$ cat src/rtl/ser_tx_pkg.sv
package ser_tx_pkg;

    typedef enum logic [1:0] {
        ST_IDLE  = 2'd0,
        ST_START = 2'd1,
        ST_DATA  = 2'd2,
        ST_STOP  = 2'd3
    } tx_state_e;

    localparam logic [1:0] ADDR_CTRL  = 2'd0;
    localparam logic [1:0] ADDR_DATA  = 2'd1;
    localparam logic [1:0] ADDR_FLAG  = 2'd2;
    localparam logic [1:0] ADDR_HALT  = 2'd3;

    localparam int CTRL_EN   = 0;
    localparam int CTRL_SYNC = 1;
    localparam int CTRL_DIR  = 2;
    localparam int CTRL_DAT  = 3;

endpackage

$ cat src/rtl/ser_tx_regs.sv
module ser_tx_regs
    import ser_tx_pkg::*;
#(
    parameter int DATA_W = 8
) (
    input  logic              clk,
    input  logic              rst_n,
    input  logic              wr_en,
    input  logic [1:0]        wr_addr,
    input  logic [7:0]        wr_data,
    input  logic              load_i,
    output logic              halt_o,
    output logic              en_o,
    output logic              sync_o,
    output logic              pdir_o,
    output logic              pdat_o,
    output logic [DATA_W-1:0] hold_o,
    output logic              empty_o
);

    typedef struct packed {
        logic              halt;
        logic              en;
        logic              sync;
        logic              pdir;
        logic              pdat;
        logic [DATA_W-1:0] hold;
        logic              empty;
    } regs_t;

    regs_t r_d, r_q;

    always_comb begin
        r_d = r_q;
        // The load is applied first, so that a write in the same cycle leaves new data pending.
        if (load_i) begin
            r_d.empty = 1'b1;
        end
        if (wr_en) begin
            if (wr_addr == ADDR_HALT) begin
                r_d.halt = wr_data[0];
            end else if (!r_q.halt) begin
                case (wr_addr)
                    ADDR_CTRL: begin
                        r_d.en   = wr_data[CTRL_EN];
                        r_d.sync = wr_data[CTRL_SYNC];
                        r_d.pdir = wr_data[CTRL_DIR];
                        r_d.pdat = wr_data[CTRL_DAT];
                    end
                    ADDR_DATA: begin
                        r_d.hold  = wr_data[DATA_W-1:0];
                        r_d.empty = 1'b0;
                    end
                    ADDR_FLAG: begin
                        if (wr_data[0]) begin
                            r_d.empty = 1'b0;
                        end
                    end
                    default: ;
                endcase
            end
        end
    end

    always_ff @(posedge clk or negedge rst_n) begin
        if (!rst_n) begin
            r_q.halt  <= 1'b1;
            r_q.en    <= 1'b0;
            r_q.sync  <= 1'b0;
            r_q.pdir  <= 1'b0;
            r_q.pdat  <= 1'b0;
            r_q.hold  <= '0;
            r_q.empty <= 1'b1;
        end else begin
            r_q <= r_d;
        end
    end

    assign halt_o  = r_q.halt;
    assign en_o    = r_q.en;
    assign sync_o  = r_q.sync;
    assign pdir_o  = r_q.pdir;
    assign pdat_o  = r_q.pdat;
    assign hold_o  = r_q.hold;
    assign empty_o = r_q.empty;

endmodule

$ cat src/rtl/ser_tx_shifter.sv
module ser_tx_shifter
    import ser_tx_pkg::*;
#(
    parameter int DATA_W        = 8,
    parameter int TICKS_PER_BIT = 16
) (
    input  logic              clk,
    input  logic              rst_n,
    input  logic              enable_i,
    input  logic              sync_i,
    input  logic              baud_tick,
    input  logic [DATA_W-1:0] hold_i,
    input  logic              empty_i,
    input  logic [2:0]        rx_err_i,
    output logic              load_o,
    output logic              line_o,
    output logic              sck_o,
    output logic              busy_o,
    output logic              tx_end_o
);

    localparam int CNT_W = (TICKS_PER_BIT > 1) ? $clog2(TICKS_PER_BIT) : 1;
    localparam int BIT_W = (DATA_W > 1) ? $clog2(DATA_W) : 1;
    localparam logic [CNT_W-1:0] CNT_LAST = CNT_W'(TICKS_PER_BIT - 1);
    localparam logic [CNT_W-1:0] CNT_HALF = CNT_W'(TICKS_PER_BIT / 2);
    localparam logic [BIT_W-1:0] BIT_LAST = BIT_W'(DATA_W - 1);

    typedef struct packed {
        tx_state_e         st;
        logic [CNT_W-1:0]  cnt;
        logic [BIT_W-1:0]  bitn;
        logic [DATA_W-1:0] sh;
        logic              line;
        logic              tx_end;
    } shf_t;

    shf_t s_d, s_q;
    logic start_ok;
    logic bit_done;

    always_comb begin
        start_ok = !(sync_i && (|rx_err_i));
        load_o   = enable_i && (s_q.st == ST_IDLE) && !empty_i && start_ok;
        bit_done = baud_tick && (s_q.cnt == CNT_LAST);
        s_d      = s_q;

        if (!enable_i) begin
            s_d.st     = ST_IDLE;
            s_d.cnt    = '0;
            s_d.bitn   = '0;
            s_d.line   = 1'b1;
            s_d.tx_end = 1'b1;
        end else begin
            if (baud_tick && !bit_done && s_q.st != ST_IDLE) begin
                s_d.cnt = s_q.cnt + 1'b1;
            end
            case (s_q.st)
                ST_IDLE: begin
                    if (!sync_i) begin
                        s_d.line = 1'b1;
                    end
                    if (load_o) begin
                        s_d.sh     = hold_i;
                        s_d.cnt    = '0;
                        s_d.bitn   = '0;
                        s_d.tx_end = 1'b0;
                        if (sync_i) begin
                            s_d.st   = ST_DATA;
                            s_d.line = hold_i[0];
                        end else begin
                            s_d.st   = ST_START;
                            s_d.line = 1'b0;
                        end
                    end
                end
                ST_START: begin
                    if (bit_done) begin
                        s_d.cnt  = '0;
                        s_d.st   = ST_DATA;
                        s_d.line = s_q.sh[0];
                    end
                end
                ST_DATA: begin
                    if (bit_done) begin
                        s_d.cnt = '0;
                        if (s_q.bitn == BIT_LAST) begin
                            if (sync_i) begin
                                s_d.st     = ST_IDLE;
                                s_d.tx_end = empty_i;
                            end else begin
                                s_d.st   = ST_STOP;
                                s_d.line = 1'b1;
                            end
                        end else begin
                            s_d.bitn = s_q.bitn + 1'b1;
                            s_d.sh   = s_q.sh >> 1;
                            s_d.line = s_q.sh[1];
                        end
                    end
                end
                ST_STOP: begin
                    if (bit_done) begin
                        s_d.cnt    = '0;
                        s_d.st     = ST_IDLE;
                        s_d.tx_end = empty_i;
                    end
                end
                default: s_d.st = ST_IDLE;
            endcase
        end
    end

    always_ff @(posedge clk or negedge rst_n) begin
        if (!rst_n) begin
            s_q.st     <= ST_IDLE;
            s_q.cnt    <= '0;
            s_q.bitn   <= '0;
            s_q.sh     <= '0;
            s_q.line   <= 1'b1;
            s_q.tx_end <= 1'b1;
        end else begin
            s_q <= s_d;
        end
    end

    assign line_o   = s_q.line;
    assign sck_o    = !(sync_i && (s_q.st == ST_DATA) && (s_q.cnt < CNT_HALF));
    assign busy_o   = (s_q.st != ST_IDLE);
    assign tx_end_o = s_q.tx_end;

endmodule

$ cat src/rtl/ser_tx_pinsel.sv
module ser_tx_pinsel (
    input  logic enable_i,
    input  logic sync_i,
    input  logic line_i,
    input  logic sck_i,
    input  logic pdir_i,
    input  logic pdat_i,
    output logic txd_o,
    output logic txd_oe,
    output logic sck_o,
    output logic sck_oe
);

    always_comb begin
        if (enable_i) begin
            txd_o  = line_i;
            txd_oe = 1'b1;
        end else begin
            txd_o  = pdir_i ? pdat_i : 1'b1;
            txd_oe = pdir_i;
        end
        sck_oe = enable_i && sync_i;
        sck_o  = sck_oe ? sck_i : 1'b1;
    end

endmodule

$ cat src/rtl/ser_tx_pinmux_top.sv
module ser_tx_pinmux_top #(
    parameter int DATA_W        = 8,
    parameter int TICKS_PER_BIT = 16
) (
    input  logic       clk,
    input  logic       rst_n,
    input  logic       wr_en,
    input  logic [1:0] wr_addr,
    input  logic [7:0] wr_data,
    input  logic       baud_tick,
    input  logic [2:0] rx_err,
    output logic       txd_o,
    output logic       txd_oe,
    output logic       sck_o,
    output logic       sck_oe,
    output logic       tdr_empty,
    output logic       tx_end
);

    logic              halt_w;
    logic              en_w;
    logic              sync_w;
    logic              pdir_w;
    logic              pdat_w;
    logic [DATA_W-1:0] hold_w;
    logic              empty_w;
    logic              load_w;
    logic              line_w;
    logic              sck_w;
    logic              busy_w;
    logic              run_en;

    assign run_en = en_w && !halt_w;

    ser_tx_regs #(.DATA_W(DATA_W)) u_regs (
        .clk     (clk),
        .rst_n   (rst_n),
        .wr_en   (wr_en),
        .wr_addr (wr_addr),
        .wr_data (wr_data),
        .load_i  (load_w),
        .halt_o  (halt_w),
        .en_o    (en_w),
        .sync_o  (sync_w),
        .pdir_o  (pdir_w),
        .pdat_o  (pdat_w),
        .hold_o  (hold_w),
        .empty_o (empty_w)
    );

    ser_tx_shifter #(.DATA_W(DATA_W), .TICKS_PER_BIT(TICKS_PER_BIT)) u_shift (
        .clk       (clk),
        .rst_n     (rst_n),
        .enable_i  (run_en),
        .sync_i    (sync_w),
        .baud_tick (baud_tick),
        .hold_i    (hold_w),
        .empty_i   (empty_w),
        .rx_err_i  (rx_err),
        .load_o    (load_w),
        .line_o    (line_w),
        .sck_o     (sck_w),
        .busy_o    (busy_w),
        .tx_end_o  (tx_end)
    );

    ser_tx_pinsel u_pins (
        .enable_i (run_en),
        .sync_i   (sync_w),
        .line_i   (line_w),
        .sck_i    (sck_w),
        .pdir_i   (pdir_w),
        .pdat_i   (pdat_w),
        .txd_o    (txd_o),
        .txd_oe   (txd_oe),
        .sck_o    (sck_o),
        .sck_oe   (sck_oe)
    );

    assign tdr_empty = empty_w;

endmodule

$ cat config.mk
export PLATFORM = sky130hd
export DESIGN_NAME = ser_tx_pinmux_top
export DESIGN_NICKNAME = d
export VERILOG_FILES = /design/src/rtl/ser_tx_pkg.sv /design/src/rtl/ser_tx_regs.sv /design/src/rtl/ser_tx_shifter.sv /design/src/rtl/ser_tx_pinsel.sv /design/src/rtl/ser_tx_pinmux_top.sv
export SDC_FILE = /design/constraint.sdc
export NUM_CORES = 1
export LEC_CHECK = 0
export ABC_AREA = 1
export BUFFER_PORTS_ARGS = -buffer_cell sky130_fd_sc_hd__buf_2
export CAP_MARGIN = 0
export CORE_MARGIN = 3
export CORE_UTILIZATION = 62
export DETAILED_ROUTE_END_ITERATION = 16
export GPL_TIMING_DRIVEN = 0
export PLACE_DENSITY_LB_ADDON = 0.08
export SLEW_MARGIN = 5
export SYNTH_ARGS = -nofsm -noshare
export SYNTH_HDL_FRONTEND = slang
export SYNTH_SLANG_ARGS = --single-unit
$ cat constraint.sdc
create_clock -name clk -period 3.3 [get_ports clk]
set_input_delay 0.165 -clock clk [delete_from_list [all_inputs] [get_ports clk]]
set_output_delay 0.165 -clock clk [all_outputs]
set_load 0.01 [all_outputs]
Word-level counts from Yosys, hierarchy flattened:

Index checks and enable logic that the tools add are counted.

* register bits: 33
* output and inout port bits: 6

* muxes and demuxes: 32
* add/subtract/negate cells: 2
* reductions and logical operators: 29
* equality and inequality tests: 21
* bitwise operators: 2
* $lt $le $gt $ge: 1

Operator list (count)
* $mux W19: 2
* $ne A3 B3 Y1 const B: 8
* $pmux W6 S4: 1
* $pmux W11 S2: 1
* $mux W1: 16
* $mux W6: 2
* $reduce_and A4 Y1: 3
* $logic_and A1 B1 Y1: 11
* $mux W11: 1
* $reduce_and A5 Y1: 2
* $mux W9: 1
* $eq A2 B2 Y1 const B: 4
* $mux W2: 4
* $ne A4 B4 Y1 const B: 2
* $pmux W1 S3: 2
* $reduce_and A6 Y1: 1
* $logic_not A1 Y1: 5
* $add A4 B1 Y4 const B: 1
* $eq A2 B1 Y1 const B: 2
* $eq A4 B4 Y1 const B: 1
* $logic_not A2 Y1: 2
* $lt A4 B4 Y1 const B: 1
* $mux W4: 1
* $ne A2 B2 Y1 const B: 2
* 9 further kinds: 11

Logic depth before layout (Yosys ltp):

Gate-level depths: netlist of the first run.

* word-level depth: 11
* gate-level depth with buffers: 11

Cells and area by module:

A second synthesis of the first run with hierarchy kept.

* cells, all modules: 269
* area, all modules: 2048.2 um2

Modules (own cells, without submodules)
* ser_tx_shifter: sequential area each 478.0 um2, cells an instance 180, area an instance 1301.2 um2, times used 1
* ser_tx_regs: sequential area each 352.8 um2, cells an instance 77, area an instance 694.4 um2, times used 1
* ser_tx_pinsel: sequential area each 0.0 um2, cells an instance 10, area an instance 42.5 um2, times used 1
* ser_tx_pinmux_top: sequential area each 0.0 um2, cells an instance 2, area an instance 10.0 um2, times used 1

Worst setup path after synthesis of the first run:

OpenSTA, ideal clock, no wires.

* kind: register to register
* start: register u_shift.s_q[17] in the netlist's numbering
* end: register u_shift.s_q[17] in the netlist's numbering
* clock period less this slack: 1561 ps
* cell stages (with the launch flop): 12
* arrival time: 1444 ps
* data required time: 3183 ps
* setup time: 117 ps
* setup slack: 1739 ps
* cell sequence: dfrtp_1 inv_1 ha_1 nand2_1 nor2_2 nand2_2 nand2_1 nand2_1 nor2_1 inv_1 nand2_1 nand2_1

* word-level cells in the longest chain between the ends: 6
* elaborated cells between the ends (all ways): 15
* those cells by class: eq/ne: 8; mux: 2; reduce/logical: 5

RTL lines
* start, declared: line ser_tx_shifter.sv:37 `shf_t s_d, s_q;`
* $logic_not A2 Y1: line ser_tx_shifter.sv:43, ser_tx_shifter.sv:57
* $logic_and A1 B1 Y1 (3 in a row): line ser_tx_shifter.sv:43 `load_o = enable_i && (s_q.st == ST_IDLE) && !empty_i && start_ok;`
* $ne A3 B3 Y1 (no line)
* $reduce_and A5 Y1 (no line)

Several ways; a longest one is shown, not always the timed one.
A chain may end at the register's enable or synchronous reset.

Worst setup path in the final report of the first run:

* start: register u_shift.s_q[18] in the netlist's numbering
* end: register u_shift.s_q[17] in the netlist's numbering

The elaborated chain is that of the path after synthesis.

==> results.txt, run 1 <==
Pwr Density: 488.2 nW/um^2
Outcome: complete, no violations
ANT cells: 0
Simple-gate portion of the synthesized area: 32.88%
Clock skew: 0.007539 ns
R2r worst-path depth: 11
Peak Freq: 532.3 MHz
Routability Congestion: 0.8519
Register bit total from synthesis: 33
Hold path start: wr_en
Synth Flop Type: dfrtp_1
RSZ-0062 raised after global routing: no
Setup_tns: 0 ns
TritonCTS clock tree: yes
IO Count: 23
First-pass GRT wire length: 6982 um
Die extent in y: 62.11 um
Antenna-violating nets left: 0
Syn_nets: 285
Syn avg cell area: 7.625 sq um
Layout cells sized above 1: 17.07%
GR Util All Layers: 22.45%
Worst vdd ir: 0.4125 mV
Wire length per cell: 11.94 um
Post-route insts no fill: 329
Row count: 19
Hpwl dp: 2933 um
Period utilization: 56.93%
Cell total after placement: 320
DR DRC count: 0
Vias in the first global route: 1593
Core area: 2877 sq um
Max Slew Vio Count: 0
Leak pwr: 1.191 nW
Flop-to-flop setup slack: 1.42 ns
CTS buffer count: 5
Die width: 62.11 um
WHS Endpoint: u_regs.halt_o
Hold_ws: 0.03523 ns
Worst setup path category: reg2reg
Initial antenna violation count: 0
Xor/xnor share of the synthesized area: 0.4487%
IO Port Bufs: 22
Vias per cell: 5.195
Max cap viols: 0
DRT Wirelength: 3928 um
Worst-path maximum fanout: 6
Yosys warns: 0
Initial Util: 67.86%
Slew HR: 52.91%
Final hold vios: 0
Via count of the routed design: 1709
Distinct cells, synth: 27
Worst slew pin tran: 0.7064 ns
Ys async rst share: 100.0%
Initial DRT Pass Iterations: 4
Post-Synthesis Cell Area: 1952 sq um
Root buffer cell: clkbuf_4
Compound-cell area share of the yosys netlist: 7.179%
Largest family of logic cells by synthesized area: simple AND/OR/NAND/NOR gates
Register area share after synthesis: 42.56%
CP Launch Type: flip-flop
Mux contribution to synthesized area: 2.821%
Post-Syn Instances: 256
Design Power: 1.079 mW
Synth Area in Adders: 7.692%
Crit path capture type: flip-flop
Synth-to-Final Area Change: 13.21%
Fin crit period: 1.879 ns
Top reg by flops: u_shift.s_q
DR iter-0 viols: 99
Clock sink count: 33
EDFF count, synth: 0
RR Startpoint: u_shift.s_q[18]
Reg-to-reg endpoint: u_shift.s_q[17]
Worst Hold Depth: 2
Final WS setup: 1.421 ns
Largest net degree at the start of global routing: 34
CP arrival: 2.12 ns
Overflow after GRT: 0
Max reg flops: 17
CTS clk-pin slew, worst paths: 0.10 ns
Clock Latency Late Sink: 0.34 ns
Final Setup Violations: 0
Hold crit path type: in2reg
Worst Path Required: 3.54 ns
Clk buf depth: 2
Die area: 3858 sq um
H-tree level count: 2
Fin nets: 315
Worst slack at placement: 1.452 ns
final cells by class:
cell class	count	area [sq um]
Fill cell	219	666.9
Inverter	28	105.1
Buffer	3	20.02
Tap cell	42	52.55
Clock inverter	1	30.03
Sequential cell	33	830.8
Clock buffer	7	55.05
Timing Repair Buffer	23	120.1
Multi-Input combinational cell	192	996.0
where the power goes:
group	internal (mW)	switching, mW
Sequential	0.482	0.0500
Combinational	0.0885	0.138
Clock	0.181	0.140
Total	0.751	0.327
through the flow:
stage               utilization, %  cell area [sq um]
floorplan                        -               1952
global placement             73.51               2115
detailed placement           73.51               2115
CTS                          76.82               2210
global route                 76.82               2210
finish                       76.82               2210
how the worst max path moves through the flow:
stage                          startpoint         endpoint  slack [ns]
final                     u_shift.s_q[18]  u_shift.s_q[17]        1.42
after CTS                 u_shift.s_q[17]  u_shift.s_q[17]        1.44
after detailed placement  u_shift.s_q[17]  u_shift.s_q[18]        1.45
after floorplan           u_shift.s_q[17]  u_shift.s_q[17]        1.74
after global routing      u_shift.s_q[17]  u_shift.s_q[17]        1.22
after global placement    u_shift.s_q[17]  u_shift.s_q[17]        1.49
layer usage:
layer  vias up  part of all wire [%]  global-route usage, %
met4         0                   1.6                  7.459
met5         -                     0                      0
met3         8                   4.3                  5.586
li1        876                     -                      -
met2        32                    48                  37.77
met1       793                    46                  28.37
critical path, cell delays in order, from the launching register on:
cell     delay [ns]
dfrtp_1        0.43
inv_1          0.12
ha_1           0.25
nand2_1        0.09
nor2_2         0.16
nand2_2        0.14
nand2_1        0.11
nand2_1        0.07
nor2_1         0.19
inv_1          0.09
nand2_1        0.07
nand2_1        0.05
cell usage after synthesis, types with 2 or more instances:
master    number  share of area, %
nand2_1       96                18
dfrtp_1       29                37
inv_1         27               5.2
nand3_1       22               5.6
nor2_1        18               3.5
o21ai_0       16               4.1
ha_1          12               7.7
dfstp_2        4               5.4
mux2_2         4               2.3
a21oi_1        3              0.77
a31oi_1        2              0.64
buf_4          2              0.77
nand3b_1       2              0.77
nand4_1        2              0.64
nand4_2        2               1.3
nor2_2         2              0.64
nor2_4         2               1.2
nor3_1         2              0.51
what timing repair did:
action | CTS | global route
setup buffers | 0 | 0
endpoints found under the hold margin | 29 | 0
setup endpoints to repair | 0 | 0
hold buffers | 1 | 0
gates resized for setup | 0 | 0
layout by cell type (no fill, tap or decap), types with 5 or more instances in the layout:
cell and n:
ha_1 12, nor2_1 18, clkbuf_4 5, nand3_1 22, nand2_1 96, inv_1 27, buf_2 23, dfrtp_1 29
o21ai_0 16
cells by family after synthesis:
logic type,after synthesis
simple gates,149
flops,33
buf+inv,31
compound gates,25
fa+ha+maj,12
mux,5
xor+xnor,1
No activity file was read; power rests on OpenSTA's default activity.
==> inputs of run 2 (changes only) <==
--- a/config.mk
+++ b/config.mk
@@ -5,11 +5,11 @@
 export SDC_FILE = /design/constraint.sdc
 export NUM_CORES = 1
 export LEC_CHECK = 0
-export ABC_AREA = 1
+export ABC_AREA = 0
 export BUFFER_PORTS_ARGS = -buffer_cell sky130_fd_sc_hd__buf_2
 export CAP_MARGIN = 0
 export CORE_MARGIN = 3
-export CORE_UTILIZATION = 62
+export CORE_UTILIZATION = 58
 export DETAILED_ROUTE_END_ITERATION = 16
 export GPL_TIMING_DRIVEN = 0
 export PLACE_DENSITY_LB_ADDON = 0.08
==> constraint.sdc (replaced) <==
create_clock -name clk -period 1.9 [get_ports clk]
set_input_delay 0.095 -clock clk [delete_from_list [all_inputs] [get_ports clk]]
set_output_delay 0.095 -clock clk [all_outputs]
set_load 0.01 [all_outputs]
==> results.txt, run 2 <==
Clock skew: 0.01275 ns
Post-DP Area: 2165 sq um
Post-route insts no fill: 274
CP most frequent cell: inv_2
Largest net degree at the start of global routing: 34
Max Slew Vio Count: 0
Layout Utilization: 76.30%
Max reg flops: 17
Area leader, netlist: dfrtp_1
FILL cells: 224
Syn_nets: 215
Initial Util: 62.91%
Overflow after GRT: 0
Worst slew pin tran: 0.7029 ns
Peak Freq: 524.3 MHz
Count leader, synth: dfrtp_1
Register area share after synthesis: 41.55%
Slew HR: 53.14%
First-pass GRT wire length: 7217 um
IO Count: 23
Post-Syn Instances: 186
Initial DRT Pass Iterations: 4
Distinct cells, synth: 51
CP arrival: 1.81 ns
IO Port Bufs: 22
Vias per cell: 6.004
Worst-path maximum fanout: 5
Most frequent cells in the layout: 29 x dfrtp_1, 24 x buf_2, 13 x mux2_2
Core area: 3178 sq um
CTS buffer count: 5
Max stage delay on crit path: 0.50 ns
Antenna-violating nets left: 0
Violated checks: negative setup slack
Synth Flop Type: dfrtp_1
Root buffer cell: clkbuf_4
Final Setup Violations: 1
Top-area cell type share of the netlist area: 36.30%
TritonCTS clock tree: yes
Hold_ws: 0.03228 ns
Register bit total from synthesis: 33
Max cap viols: 0
Flop-to-flop setup slack: 0.04 ns
EDFF count, synth: 0
Period utilization: 100.4%
Syn avg cell area: 10.75 sq um
Fin nets: 258
Commonest non-fill, non-tap cell in the layout: dfrtp_1
Crit path capture type: output pin
CP top delay family: simple AND/OR/NAND/NOR gates
Top reg by flops: u_shift.s_q
Routability Congestion: 0.8483
Crit path cell chain: inv_2 > ha_1 > buf_6 > inv_2 > or4_1 > buf_2
Setup_tns: -0.007198 ns
Wire length per cell: 15.80 um
Yosys warns: 0
Via count of the routed design: 1645
Fin crit period: 1.907 ns
Layout cells sized above 1: 33.91%
Die width: 64.72 um
Multi-input gate area: 1135 sq um
Worst slack at placement: -0.03246 ns
CP max-delay cell: or4_1
CP Launch Type: flip-flop
Worst Path Required: 1.80 ns
Initial antenna violation count: 0
Hold crit path type: in2reg
H-tree level count: 2
Ys async rst share: 100.0%
Synth cell count leaders: 29 x dfrtp_1, 12 x ha_1, 12 x mux2_2
Crit path buf inv count: 4
Clk buf depth: 2
GR Util All Layers: 22.10%
Cell total after placement: 252
CTS clk-pin slew, worst paths: 0.12 ns
Outcome: complete, but fails checks
Storage element area: 830.8 sq um
Vias in the first global route: 1634
Leak pwr: 1.071 nW
Clock sink count: 33
Post-Synthesis Cell Area: 1999 sq um
Clock Latency Late Sink: 0.34 ns
DRT Wirelength: 4330 um
DR DRC count: 0
Final hold vios: 0
DR iter-0 viols: 181
Largest cells by area after synthesis: dfrtp_1 36%, ha_1 7.5%, mux2_2 6.8%
RSZ-0062 raised after global routing: yes
Synth-to-Final Area Change: 21.28%
Worst vdd ir: 0.7046 mV
Die area: 4188 sq um
Die extent in y: 64.72 um
Pwr Density: 939.4 nW/um^2
Final WS setup: -0.007198 ns
Design Power: 2.278 mW
ANT cells: 0
Design area: 2425 sq um
Worst setup path category: reg2out
Row count: 20
Hpwl dp: 2999 um
run 2: logic make-up after synthesis:
family          Yosys count  synth area share (%)
simple gates             59                 18.46
compound gates           40                 14.77
flops                    33                 41.55
mux                      23                 12.70
buf+inv                  16                 3.692
fa+ha+maj                12                 7.509
xor+xnor                  3                 1.314
run 2: final timing paths:
kind                                  from         endpoint  depth (start not counted)
max in group asynchronous            rst_n    u_regs.pdir_o                          2
max reg2reg                u_shift.s_q[17]  u_shift.s_q[10]                          8
min reg2reg                 u_shift.s_q[4]   u_shift.s_q[4]                          1
min                             wr_data[0]      u_regs.en_o                          2
min in group asynchronous            rst_n  u_shift.s_q[17]                          2
max                        u_shift.s_q[17]            sck_o                          6
run 2: report_power, final:
| group | internal [mW] | total (mW) | switching (mW) |
|---|---|---|---|
| Combinational | 0.352 | 0.742 | 0.390 |
| Clock | 0.279 | 0.537 | 0.259 |
| Sequential | 0.875 | 0.998 | 0.124 |
| Total | 1.51 | 2.28 | 0.773 |
run 2: layout make-up:
class,count,share of cell area (%)
clock inverter,3,1.909
multi-input combinational,137,46.80
sequential,33,34.26
timing repair buffer,36,9.701
buffer,8,2.270
tap,44,2.270
inverter,8,1.238
clock buffer,5,1.548
run 2: metal layers:
metal | wire length, um | track usage (%) | up-vias
li1 | - | - | 772
met1 | 1782 | 26.97 | 783
met2 | 2206 | 37.68 | 79
met3 | 251 | 5.546 | 11
met4 | 90 | 7.916 | 0
met5 | 0 | 0 | -
run 2: what timing repair did:
action	in CTS	in global routing
setup buffers	4	2
hold buffers	8	0
setup endpoints to repair	12	16
pin swaps	1	1
gates resized for setup	8	9
endpoints found under the hold margin	39	0
==> inputs of run 3 (changes only) <==
--- a/config.mk
+++ b/config.mk
@@ -8,6 +8,7 @@
 export ABC_AREA = 0
 export BUFFER_PORTS_ARGS = -buffer_cell sky130_fd_sc_hd__buf_2
 export CAP_MARGIN = 0
+export CORE_ASPECT_RATIO = 1.2
 export CORE_MARGIN = 3
 export CORE_UTILIZATION = 58
 export DETAILED_ROUTE_END_ITERATION = 16
==> results.txt, run 3 (synthesized netlist as in run 2, its figures left out) <==
Outcome: complete, but fails checks
Violated checks: negative setup slack
CP Launch Type: flip-flop
Clock Latency Late Sink: 0.34 ns
Initial antenna violation count: 0
First-pass GRT wire length: 7169 um
Worst slew pin tran: 0.7055 ns
CTS buffer count: 5
Most frequent cells in the layout: 29 x dfrtp_1, 23 x buf_2, 12 x mux2_2
Vias per cell: 6.238
ANT cells: 0
Final Setup Violations: 6
Antenna-violating nets left: 0
Final WS setup: -0.06346 ns
Initial DRT Pass Iterations: 4
FILL cells: 232
Die extent in y: 70.32 um
Die width: 59.60 um
M3 GR Usage: 4.436%
Storage element area: 830.8 sq um
Worst-path maximum fanout: 10
Max cap viols: 0
Initial Util: 62.62%
TritonCTS clock tree: yes
Crit path capture type: flip-flop
GRT busiest layer: met2
Worst vdd ir: 0.7285 mV
Core area: 3193 sq um
Root buffer cell: clkbuf_4
CTS clk-pin slew, worst paths: 0.11 ns
Largest net degree at the start of global routing: 34
Worst slack at placement: -0.03482 ns
Row count: 22
Slew HR: 52.97%
Cell total after placement: 244
Worst Path Required: 2.16 ns
CP arrival: 2.22 ns
Period utilization: 103.3%
RSZ-0062 raised after global routing: yes
Vias in the first global route: 1578
Synth-to-Final Area Change: 18.27%
Worst setup path category: reg2reg
Die area: 4190 sq um
Pwr Density: 891.2 nW/um^2
Clock skew: 0.01422 ns
DRT Wirelength: 4413 um
Max reg flops: 17
Fin crit period: 1.963 ns
Multi-input gate area: 1129 sq um
Routability Congestion: 0.8313
Design Power: 2.107 mW
Final hold vios: 0
DR iter-0 viols: 128
IO Port Bufs: 22
Overflow after GRT: 0
Via count of the routed design: 1653
CP max-delay cell: dfrtp_1
Top reg by flops: u_shift.s_q
Clock sink count: 33
Hold_ws: 0.02401 ns
Post-route insts no fill: 265
Crit path cell chain: inv_1 > ha_1 > buf_4 > o21ai_0 > nor2_1 > o221ai_1 > mux2i_1
Wire length per cell: 16.65 um
Hpwl dp: 3086 um
H-tree level count: 2
IO Count: 23
Layout cells sized above 1: 32.75%
Layout Utilization: 74.06%
GR Util All Layers: 22.07%
Max Slew Vio Count: 0
Hold crit path type: in2reg
DR DRC count: 0
Peak Freq: 509.3 MHz
Fin nets: 257
Clk buf depth: 2
GRT met2 Usage: 34.87%
Max stage delay on crit path: 0.41 ns
Leak pwr: 1.067 nW
Met1 track demand over resource: 28.88%
Commonest non-fill, non-tap cell in the layout: dfrtp_1
-- run 3: cell types whose count changed in the layout (fill, tap and decap cells not counted), sizes merged --
cell,change
clkbuf,+2
buf,-2
clkinvlp,-1
bufinv,-1
clkinv,+1
-- run 3: stage by stage --
| step | TNS (ns) | cell area [sq um] |
|---|---|---|
| final | -0.1635 | 2365 |
| after global routing | -1.275 | 2365 |
| after CTS | -0.4351 | 2301 |
| after detailed placement | -0.1778 | 2155 |
| after global placement | 0 | 2155 |
| after floorplan | 0 | 1999 |
-- run 3: report_power, final --
group | internal [mW] | switching (mW) | leakage (nW) | total, mW
sequential | 0.875 | 0.120 | 0.420 | 0.995
clock | 0.141 | 0.241 | 0.0320 | 0.382
combinational | 0.351 | 0.380 | 0.615 | 0.731
total | 1.37 | 0.740 | 1.07 | 2.11
-- run 3: final cells by class --
type | instances | area share [%]
Tap cell | 36 | 1.905
Multi-Input combinational cell | 137 | 47.72
Clock buffer | 6 | 1.746
Clock inverter | 2 | 0.4233
Inverter | 8 | 1.270
Sequential cell | 33 | 35.13
Buffer | 8 | 2.169
Timing Repair Buffer | 35 | 9.630
-- run 3: path summary, 6_finish.rpt --
check / cells after the start / end / slack (ns) / startpoint
setup / recovery: 7 / u_shift.s_q[18] / -0.06 / u_shift.s_q[18]
hold / removal: 2 / u_regs.hold_o[0] / 0.02 / wr_data[0]
setup reg to reg: 7 / u_shift.s_q[18] / -0.06 / u_shift.s_q[18]
hold reg to reg: 1 / u_shift.s_q[5] / 0.50 / u_shift.s_q[5]
max in group asynchronous: 2 / u_regs.hold_o[3] / 1.11 / rst_n
min in group asynchronous: 2 / u_shift.s_q[18] / 0.32 / rst_n
-- run 3: repair_timing --
item / in CTS / in global routing
gates cloned: 0 / 0
endpoints found under the hold margin: 37 / 0
setup buffers: 1 / 4
hold buffers: 8 / 0
resized for setup: 5 / 8
setup endpoints to repair: 12 / 18
-- run 3: worst max-delay path: cells and delay by family, from the launching register on --
| kind | cells | cell delay (ns) |
|---|---|---|
| AO/OA/AOI/OAI | 2 | 0.39 |
| adder cells (fa/ha/maj) | 1 | 0.22 |
| buffers and inverters | 2 | 0.36 |
| flip-flops | 1 | 0.41 |
| multiplexers | 1 | 0.25 |
| AND/OR/NAND/NOR | 1 | 0.25 |
-- run 3: per-layer routing --
| metal | part of all wire, % | routed length, um |
|---|---|---|
| met2 | 52 | 2277 |
| met1 | 40 | 1779 |
| met5 | 0 | 0 |
| met4 | 2.4 | 105 |
| met3 | 5.7 | 251 |
